--- src/rtl/enc_pkg.sv ---
// Shared types and the serial check-code step for the encoder frame master.
// Assumes a 6-bit code, polynomial x^6+x+1, shifted most significant bit first.
package enc_pkg;

    typedef enum logic [3:0] {
        ST_IDLE,
        ST_TRIG,
        ST_ACK,
        ST_BUSY,
        ST_CDS,
        ST_DATA,
        ST_CRC,
        ST_HOLD,
        ST_ABORT
    } mst_state_t;

    localparam int          CRC_W    = 6;
    localparam logic [5:0]  CRC_POLY = 6'h03;

    // One serial step of the check code.
    function automatic logic [CRC_W-1:0] crc_step(input logic [CRC_W-1:0] c, input logic b);
        logic fb;
        fb = c[CRC_W-1] ^ b;
        return {c[CRC_W-2:0], 1'b0} ^ (fb ? CRC_POLY : '0);
    endfunction

endpackage

--- src/rtl/enc_line_sync.sv ---
// Synchronizer chain for the returning data line.
// Resets to high, which is the idle level of the line. Its latency ends up
// inside the measured line delay, so later stages need no correction for it.
module enc_line_sync #(
    parameter int STAGES = 2
) (
    input  logic clk,
    input  logic rst_n,
    input  logic d_i,
    output logic q_o
);
    logic [STAGES-1:0] sh;

    // Shift the line level through the chain.
    always_ff @(posedge clk) begin
        if (!rst_n) sh <= '1;
        else        sh <= {sh[STAGES-2:0], d_i};
    end

    assign q_o = sh[STAGES-1];
endmodule

--- src/rtl/enc_sclk_gen.sv ---
// Clock-line generator. While run_i is high it toggles every half_i cycles,
// starting from the high level. Otherwise it drives hold_lvl_i when
// hold_en_i is set, and high when it is not.
// rise_o marks the cycle whose clock edge drives the line from low to high.
// A half_i of 0 is treated as 1.
module enc_sclk_gen #(
    parameter int DIV_W = 8
) (
    input  logic             clk,
    input  logic             rst_n,
    input  logic             run_i,
    input  logic             hold_en_i,
    input  logic             hold_lvl_i,
    input  logic [DIV_W-1:0] half_i,
    output logic             ma_o,
    output logic             rise_o
);
    logic [DIV_W-1:0] cnt;
    logic [DIV_W-1:0] half_eff;
    logic             tick;

    assign half_eff = (half_i == '0) ? DIV_W'(1) : half_i;
    assign tick     = run_i && (cnt == half_eff - DIV_W'(1));
    assign rise_o   = tick && !ma_o;

    // Half-period counter and line level.
    always_ff @(posedge clk) begin
        if (!rst_n) begin
            cnt  <= '0;
            ma_o <= 1'b1;
        end else if (run_i) begin
            if (tick) begin
                cnt  <= '0;
                ma_o <= ~ma_o;
            end else begin
                cnt  <= cnt + DIV_W'(1);
            end
        end else begin
            cnt  <= '0;
            ma_o <= hold_en_i ? hold_lvl_i : 1'b1;
        end
    end
endmodule

--- src/rtl/enc_crc6.sv ---
// Serial check-code accumulator. It is cleared with clr_i and advanced by
// one bit for each cycle in which en_i is high.
module enc_crc6 import enc_pkg::*; (
    input  logic             clk,
    input  logic             rst_n,
    input  logic             clr_i,
    input  logic             en_i,
    input  logic             bit_i,
    output logic [CRC_W-1:0] crc_o
);
    // Accumulate the code over the data bits.
    always_ff @(posedge clk) begin
        if (!rst_n)     crc_o <= '0;
        else if (clr_i) crc_o <= '0;
        else if (en_i)  crc_o <= crc_step(crc_o, bit_i);
    end
endmodule

--- src/rtl/encoder_frame_master.sv ---
// Encoder frame master. Runs one position frame for each start request:
// clock bursts, line-delay measurement at the acknowledge, delay-compensated
// sampling, check-code test, control-bit hold and echo comparison.
// Assumes the round-trip delay plus the synchronizer latency stays below one
// clock period (2*half_div cycles), that pos_len is within 1..POS_MAX, and
// that the data line idles high.
module encoder_frame_master import enc_pkg::*; #(
    parameter int POS_MAX     = 32,
    parameter int DIV_W       = 8,
    parameter int DLY_W       = 8,
    parameter int ACK_PERIODS = 1,
    parameter int BUSY_LIMIT  = 64,
    parameter int TOUT_CYC    = 40,
    parameter int SYNC_STAGES = 2,
    localparam int LEN_W      = $clog2(POS_MAX + 1)
) (
    input  logic               clk,
    input  logic               rst_n,
    input  logic               start,
    input  logic               cdm_i,
    input  logic [DIV_W-1:0]   half_div,
    input  logic [LEN_W-1:0]   pos_len,
    input  logic               sl_i,
    output logic               ma_o,
    output logic               busy_o,
    output logic               done_o,
    output logic [POS_MAX-1:0] pos_o,
    output logic               err_o,
    output logic               warn_o,
    output logic               crc_fail_o,
    output logic               echo_err_o,
    output logic               timeout_o
);
    localparam int IDX_W  = LEN_W + 1;
    localparam int WMAX   = (BUSY_LIMIT > ACK_PERIODS) ? BUSY_LIMIT : ACK_PERIODS;
    localparam int WAIT_W = $clog2(WMAX + 1);
    localparam int TOUT_W = $clog2(TOUT_CYC + 1);

    mst_state_t         state;
    logic               sl_s, run, hold_en, rise, sample, second_rise;
    logic [DLY_W-1:0]   since_rise, dly_q;
    logic [WAIT_W-1:0]  wait_cnt;
    logic [TOUT_W-1:0]  tout_cnt;
    logic [IDX_W-1:0]   idx, len_ext;
    logic [LEN_W-1:0]   len_q;
    logic [POS_MAX-1:0] pos_sh;
    logic [CRC_W-2:0]   rx_crc;
    logic [CRC_W-1:0]   crc_v;
    logic               cds_q, err_n, warn_n, cdm_q, prev_cdm, crc_ok;

    enc_line_sync #(.STAGES(SYNC_STAGES)) u_sync (
        .clk(clk), .rst_n(rst_n), .d_i(sl_i), .q_o(sl_s)
    );

    assign run     = state inside {ST_TRIG, ST_ACK, ST_BUSY, ST_CDS, ST_DATA, ST_CRC};
    assign hold_en = (state == ST_HOLD) && (tout_cnt != TOUT_W'(TOUT_CYC - 1));

    enc_sclk_gen #(.DIV_W(DIV_W)) u_sclk (
        .clk(clk), .rst_n(rst_n), .run_i(run), .hold_en_i(hold_en),
        .hold_lvl_i(cdm_q), .half_i(half_div), .ma_o(ma_o), .rise_o(rise)
    );

    enc_crc6 u_crc (
        .clk(clk), .rst_n(rst_n), .clr_i(state == ST_CDS),
        .en_i((state == ST_DATA) && sample), .bit_i(sl_s), .crc_o(crc_v)
    );

    assign sample  = (since_rise == dly_q);
    assign len_ext = {1'b0, len_q};
    assign crc_ok  = ({rx_crc, sl_s} == ~crc_v);
    assign busy_o  = (state != ST_IDLE);

    // Cycles elapsed since the last rising clock edge, saturating.
    always_ff @(posedge clk) begin
        if (!rst_n)                   since_rise <= '0;
        else if (rise)                since_rise <= '0;
        else if (since_rise != '1)    since_rise <= since_rise + DLY_W'(1);
    end

    // Frame sequencer: measures the delay, collects bits and updates the results.
    always_ff @(posedge clk) begin
        if (!rst_n) begin
            state <= ST_IDLE;  second_rise <= 1'b0; wait_cnt <= '0; tout_cnt <= '0;
            dly_q <= '0;       idx <= '0;           len_q <= '0;    pos_sh <= '0;
            rx_crc <= '0;      cds_q <= 1'b0;       err_n <= 1'b1;  warn_n <= 1'b1;
            cdm_q <= 1'b0;     prev_cdm <= 1'b0;    done_o <= 1'b0; pos_o <= '0;
            err_o <= 1'b0;     warn_o <= 1'b0;      crc_fail_o <= 1'b0;
            echo_err_o <= 1'b0; timeout_o <= 1'b0;
        end else begin
            done_o <= 1'b0;
            unique case (state)
                ST_IDLE: if (start) begin
                    state       <= ST_TRIG;
                    cdm_q       <= cdm_i;
                    len_q       <= pos_len;
                    second_rise <= 1'b0;
                end
                ST_TRIG: if (rise) begin
                    if (second_rise) begin
                        state    <= ST_ACK;
                        wait_cnt <= '0;
                    end
                    second_rise <= 1'b1;
                end
                ST_ACK: begin
                    if (!sl_s) begin
                        dly_q    <= since_rise;
                        state    <= ST_BUSY;
                        wait_cnt <= '0;
                    end else if (rise) begin
                        if (wait_cnt == WAIT_W'(ACK_PERIODS - 1)) begin
                            state <= ST_ABORT;  tout_cnt <= '0;   done_o <= 1'b1;
                            timeout_o <= 1'b1;  crc_fail_o <= 1'b0; echo_err_o <= 1'b0;
                        end else begin
                            wait_cnt <= wait_cnt + WAIT_W'(1);
                        end
                    end
                end
                ST_BUSY: if (sample) begin
                    if (sl_s) begin
                        state <= ST_CDS;
                    end else if (wait_cnt == WAIT_W'(BUSY_LIMIT - 1)) begin
                        state <= ST_ABORT;  tout_cnt <= '0;   done_o <= 1'b1;
                        timeout_o <= 1'b1;  crc_fail_o <= 1'b0; echo_err_o <= 1'b0;
                    end else begin
                        wait_cnt <= wait_cnt + WAIT_W'(1);
                    end
                end
                ST_CDS: if (sample) begin
                    cds_q  <= sl_s;
                    idx    <= '0;
                    pos_sh <= '0;
                    state  <= ST_DATA;
                end
                ST_DATA: if (sample) begin
                    idx <= idx + IDX_W'(1);
                    if (idx < len_ext) begin
                        pos_sh <= {pos_sh[POS_MAX-2:0], sl_s};
                    end else if (idx == len_ext) begin
                        err_n <= sl_s;
                    end else begin
                        warn_n <= sl_s;
                        idx    <= '0;
                        state  <= ST_CRC;
                    end
                end
                ST_CRC: if (sample) begin
                    rx_crc <= {rx_crc[CRC_W-3:0], sl_s};
                    idx    <= idx + IDX_W'(1);
                    if (idx == IDX_W'(CRC_W - 1)) begin
                        state      <= ST_HOLD;
                        tout_cnt   <= '0;
                        done_o     <= 1'b1;
                        timeout_o  <= 1'b0;
                        crc_fail_o <= !crc_ok;
                        echo_err_o <= (cds_q != prev_cdm);
                        prev_cdm   <= cdm_q;
                        if (crc_ok) begin
                            pos_o  <= pos_sh;
                            err_o  <= !err_n;
                            warn_o <= !warn_n;
                        end
                    end
                end
                ST_HOLD, ST_ABORT: begin
                    tout_cnt <= tout_cnt + TOUT_W'(1);
                    if (tout_cnt == TOUT_W'(TOUT_CYC - 1)) state <= ST_IDLE;
                end
                default: state <= ST_IDLE;
            endcase
        end
    end
endmodule

--- config.mk ---
export PLATFORM = sky130hd
export DESIGN_NAME = encoder_frame_master
export DESIGN_NICKNAME = d
export VERILOG_FILES = /design/src/rtl/enc_pkg.sv /design/src/rtl/enc_line_sync.sv /design/src/rtl/enc_sclk_gen.sv /design/src/rtl/enc_crc6.sv /design/src/rtl/encoder_frame_master.sv
export SDC_FILE = /design/constraint.sdc
export NUM_CORES = 1
export LEC_CHECK = 0
export BUFFER_PORTS_ARGS = -buffer_cell sky130_fd_sc_hd__buf_4
export CORE_ASPECT_RATIO = 1.75
export CORE_UTILIZATION = 37
export DETAILED_ROUTE_END_ITERATION = 12
export HOLD_SLACK_MARGIN = 0.06
export PLACE_DENSITY = 0.61
export SETUP_SLACK_MARGIN = 0.5
export SYNTH_ARGS = -nofsm -noshare
export SYNTH_HDL_FRONTEND = slang
export SYNTH_HIERARCHICAL = 1
export SYNTH_SLANG_ARGS = --single-unit
--- constraint.sdc ---
create_clock -name clk -period 7.3 [get_ports clk]
set_input_delay 0.365 -clock clk [delete_from_list [all_inputs] [get_ports clk]]
set_output_delay 0.365 -clock clk [all_outputs]
set_load 0.1 [all_outputs]
* Word-level counts from Yosys, hierarchy flattened
Cells that the tools add are included.
** Storage, ports and cells
- Flip-flop bits (word level) :: 144
- Output and inout bits :: 40
- Word-level logic and storage cells :: 204
** Operators by class
- $add $sub $neg :: 6
- $lt $le $gt $ge :: 1
- Eq/ne operators :: 41
- Muxes and demuxes :: 83
- Bitwise operators :: 9
- Reduce and logical (&&, ||, !) cells :: 38
** Operator list (number)
- 2-to-1 mux 32 bit :: 3
- 2-to-1 mux 7 bit :: 13
- 2-to-1 mux 4 bit :: 16
- one-hot mux 32 bit (2 select lines) :: 1
- 2-to-1 mux 6 bit :: 8
- one-hot mux 7 bit (3 select lines) :: 2
- one-hot mux 4 bit (8 select lines) :: 1
- 2-to-1 mux 1 bit :: 31
- inequality test 2 bit (second input constant) :: 14
- one-hot mux 6 bit (4 select lines) :: 1
- AND reduction 4 bit :: 5
- AND reduction 9 bit :: 2
- adder 8 x 1 -> 8 bit (second input constant) :: 2
- equality test 4 x 3 -> 1 bit (second input constant) :: 4
- equality test 8 bit :: 2
- adder 7 x 1 -> 7 bit (second input constant) :: 2
- AND reduction 14 bit :: 1
- one-hot mux 1 bit (3 select lines) :: 4
- inequality test 2 x 1 -> 1 bit (second input constant) :: 5
- inequality test 3 bit (second input constant) :: 3
- nonzero test 3 bit :: 3
- equality test 4 x 2 -> 1 bit (second input constant) :: 2
- logical NOT 8 bit :: 1
- 2-to-1 mux 8 bit :: 1
- other kinds (32) :: 51

* Longest topological paths before layout
- Depth after elaboration :: 9
- Gate-level depth with buffers :: 15
- Depth with buffers taken out :: 14

* Modules after synthesis
Netlist, hierarchy kept.
** By module, submodules not included
- encoder_frame_master :: instances 1, cells an instance 649, area each 5716.7 sq um, seq. area each 2542.4 sq um
- enc_sclk_gen :: instances 1, cells an instance 80, area each 684.4 sq um, seq. area each 180.2 sq um
- enc_crc6 :: instances 1, cells an instance 25, area each 271.5 sq um, seq. area each 120.1 sq um
- enc_line_sync :: instances 1, cells an instance 4, area each 52.6 sq um, seq. area each 40.0 sq um

* Least setup slack after synthesis
OpenSTA, ideal clock, no wires.
- Kind :: input -> register
- Start point :: input half_div[2]
- End point :: register wait_cnt[3]
- Library setup time :: 0.121 ns
- Data arrival time :: 3.648 ns
- Slack :: 3.531 ns
- Cell stages on the path :: 14
- Cell sequence :: nor4_4 a21oi_1 ha_1 maj3_1 o2bb2ai_1 nand4_1 nor4b_1 clkbuf_1 nand3_1 a21oi_1 o221ai_1 o31ai_1 nor2_1 mux2_2
** Between the ends
- Longest elaborated chain between the ends :: 8
** Ends and longest elaborated chain
- start: declaration :: line encoder_frame_master.sv:21 : input logic [DIV_W-1:0] half_div,
- logical NOT 8 bit :: line enc_sclk_gen.sv:22 : assign half_eff = (half_i == '0) ? DIV_W'(1) : half_i;
- 2-to-1 mux 8 bit * :: line enc_sclk_gen.sv:22
- subtractor 8 x 1 -> 8 bit * :: line enc_sclk_gen.sv:23 : assign tick = run_i && (cnt == half_eff - DIV_W'(1));
- equality test 8 bit * :: line enc_sclk_gen.sv:23
- logical AND 1 bit * :: line enc_sclk_gen.sv:23
- logical AND 1 bit * :: line enc_sclk_gen.sv:24 : assign rise_o = tick && !ma_o;
- via rise :: line encoder_frame_master.sv:40 : logic sl_s, run, hold_en, rise, sample, second_rise;
- inequality test 3 bit (no source line) or inequality test 2 bit (tied branches)
- AND reduction 8 bit (no source line) *
- end signal: assignment :: line encoder_frame_master.sv:115 : wait_cnt <= wait_cnt + WAIT_W'(1);
- end signal: assignment :: line encoder_frame_master.sv:126 : wait_cnt <= wait_cnt + WAIT_W'(1);
- end: declaration :: line encoder_frame_master.sv:42 : logic [WAIT_W-1:0] wait_cnt;
Mark *: on every way through the listed nets, which the timed path passes. The rest lies on a longest branch.
A chain may end at the register's enable or synchronous reset.

* Final worst setup path
- Start point :: input half_div[2]
- End point :: register wait_cnt[2]
Same word-level chain as after synthesis.

==> metrics <==
outcome complete, no violations; placement row count 64; Clock Path Buffers 2; overflow left after global routing 0; transition time at the pin with the least slew margin 1.12 ns; maximum vdd drop 0.000171 V; number of vias after detailed routing 5375; WL per Instance 14.2 um; category of the most critical setup path input pin to flop; number of flops mapped to enable cells by yosys 0; global-route wire length before repair 25000 um; overall global routing resource usage 16.2%; arrival time at the worst endpoint 4.29 ns; Final Net Count 831; global routing usage on met3 3.73%; Global Route met2 Usage 30.3%; Seq/Total Area, Yosys 42.9%; kind of path behind the tightest hold check input pin to flop; leakage power summed over all cells 3.34 nW; initial DRC count 222; DRC violations left 0; Max H-tree Level 4; number of library cell types mapped by synthesis 71; count of TritonRoute iterations in the first routing pass 4; number of max-slew violations in the final report 0; Post-CTS Setup Inserts 0; gate count after technology mapping 758; clock sink total 144; die span in x 104 um; max capacitance violation total 0; total detailed-routing wirelength 14800 um; initial antenna violation count 0; clock insertion delay at the later pin of the skew report 0.42 ns; pwr dens 260 nW/um2; syn avg cell area 8.87 um2; TNS Setup 0 ns; Yosys reg bits 144; TritonCTS clock tree built; critical path endpoint category flop; top-level I/O count 59; TritonCTS Buffers 17; number of I/O port buffers 58; worst slack at placement 2.86 ns; detailed placer's ending HPWL 10300 um; top achievable clock speed 0.251 GHz; share of layout cells above drive strength 1 15.7%; share of the core filled with cells in the final layout 45.1%; post-DR vias/cell 5.16; floorplan die area 18700 um2; number of inserted filler cells in the final layout 1748; commonest register cell after synthesis sky130_fd_sc_hd__dfxtp_1; peak-usage layer in the global routing report met2; routability congestion estimate from global placement 0.839; asr flop ratio synth 0%; final worst clock skew 0.00993 ns; nature of the critical path startpoint input pin; final cycle utilization of the critical path 54.6%; final hold violation count 0; DRT antenna net count 0; number of buffers inserted by hold repair at cts 0; core area 17600 um2; headroom to the max-slew limit 24.6%; clock edge transition at the registers on the reported setup and hold paths 0.06 ns; largest net degree at the start of global routing 60; unrepaired setup endpoints after global routing false; number of global-route vias before repair 5309; min Tclk post-route 3.98 ns; effective utilization at floorplan 38.2%; GRT met1 Usage 17.0%; area growth from synthesis to layout 18.1%; post-synthesis instance area 6730 um2; Worst Path Required 7.61 ns; height of the die 180 um; cell at the root of the clock tree sky130_fd_sc_hd__clkbuf_16; count of inserted antenna diode cells 0; Final WS setup 3.32 ns; number of gates resized after cts 0; final setup violation count 0; Synth Warn # 6; total nets after synthesis 791; worst-path fanout max 10
[cell families after synthesis]
group	count (synthesis)	share of synthesized area (%)
and+or+nand+nor	321	24.1
adders and majority gates	15	2.75
muxes	68	10.2
DFF	144	42.9
buffers and inverters	63	3.91
xor gates and xnor gates	44	5.84
AOI/OAI and AO/OA	103	10.4
[final timing paths]
kind | start | cells past startpoint | to | slack, ns
worst min register to register | u_sync/sh[0] | 1 | u_sync/sh[1] | 0.41
worst min-delay path | sl_i | 2 | u_sync/sh[0] | 0.14
worst max-delay path | half_div[2] | 15 | wait_cnt[2] | 3.32
worst max register to register | state[1] | 11 | wait_cnt[2] | 3.62
[Yosys cell counts, drive strengths merged, types with 7 or more instances]
master	number	area share, %
ha	14	2.6
a211oi	8	0.97
nand3	52	3.9
xnor2	13	1.8
inv	19	1.1
nand2	69	3.9
nand2b	14	1.4
xor2	31	4.0
and3	8	0.76
nand4	14	1.3
nor3	16	1.3
nor2	106	5.9
mux2i	66	9.8
a21oi	49	3.6
clkbuf	27	1.5
buf	17	1.3
dfxtp	144	43
nor4	7	1.4
[flip-flops by register name, summed over array words and instances, names as in the netlist, 2 cells and up]
register and count:
u_crc/crc_o 6, since_rise 8, wait_cnt 7, tout_cnt 6, pos_sh 32, idx 7, state 4, dly_q 8
u_sclk/cnt 8, u_sync/sh 2, len_q 6, pos_o 32, rx_crc 5
[report_power, final]
part           internal, mW  switching, mW
sequential            0.808         0.0285
combinational         0.113          0.214
clock                 0.553          0.352
total                  1.47          0.595
[worst max-delay path, stage by stage]
cell,delay (ns)
sky130_fd_sc_hd__buf_4,0.14
sky130_fd_sc_hd__nor4_4,0.38
sky130_fd_sc_hd__a21oi_1,0.15
sky130_fd_sc_hd__ha_1,0.29
sky130_fd_sc_hd__maj3_1,0.36
sky130_fd_sc_hd__o2bb2ai_1,0.18
sky130_fd_sc_hd__nand4_1,0.16
sky130_fd_sc_hd__nor4b_1,0.32
sky130_fd_sc_hd__buf_4,0.20
sky130_fd_sc_hd__nand3_1,0.08
sky130_fd_sc_hd__a21oi_1,0.15
sky130_fd_sc_hd__o221ai_1,0.18
sky130_fd_sc_hd__o31ai_1,0.96
sky130_fd_sc_hd__a211oi_1,0.11
sky130_fd_sc_hd__a31o_2,0.26
[per-layer routing]
metal  up-vias  routed length, um
met5         -                  0
met4         0                347
met3        21                564
met2        92               7810
met1      2538               6090
li1       2724                  -
[metrics by stage]
step	power [mW]	area, um2	hold WS, ns	std cells
finish	2.07	7940	0.142	1041
global route	2.16	7940	0.135	1041
CTS	2.09	7940	0.122	1041
detailed placement	1.18	7330	0.410	1010
global placement	1.18	7330	0.397	1010
floorplan	1.10	6730	0.386	758
[cell usage in the layout, fill, tap and decap left out, types with 4 or more instances in the layout]
cell,instances
sky130_fd_sc_hd__xor2_1,31
sky130_fd_sc_hd__a211oi_1,7
sky130_fd_sc_hd__xnor2_1,12
sky130_fd_sc_hd__a21oi_1,49
sky130_fd_sc_hd__nand4_1,14
sky130_fd_sc_hd__and2_1,5
sky130_fd_sc_hd__buf_4,65
sky130_fd_sc_hd__or2_2,5
sky130_fd_sc_hd__inv_6,4
sky130_fd_sc_hd__a31oi_1,5
sky130_fd_sc_hd__dfxtp_1,144
sky130_fd_sc_hd__nor3_1,15
sky130_fd_sc_hd__nand2_1,69
sky130_fd_sc_hd__o21ai_0,4
sky130_fd_sc_hd__and3_1,7
sky130_fd_sc_hd__clkbuf_16,17
sky130_fd_sc_hd__inv_1,18
sky130_fd_sc_hd__ha_1,14
sky130_fd_sc_hd__mux2i_1,66
sky130_fd_sc_hd__nor2_1,106
sky130_fd_sc_hd__nand2b_1,13
sky130_fd_sc_hd__nand3_1,51
[layout make-up]
class,count,area [um2],share of cell area (%)
flip-flops and latches,144,2880,36.3
repair buffers,65,488,6.14
well taps,231,289,3.64
clock inverters,13,176,2.22
multi-input cells,551,3600,45.3
clock buffers,18,439,5.53
inverters,19,71.3,0.898
No activity file was read; power rests on OpenSTA's default activity.
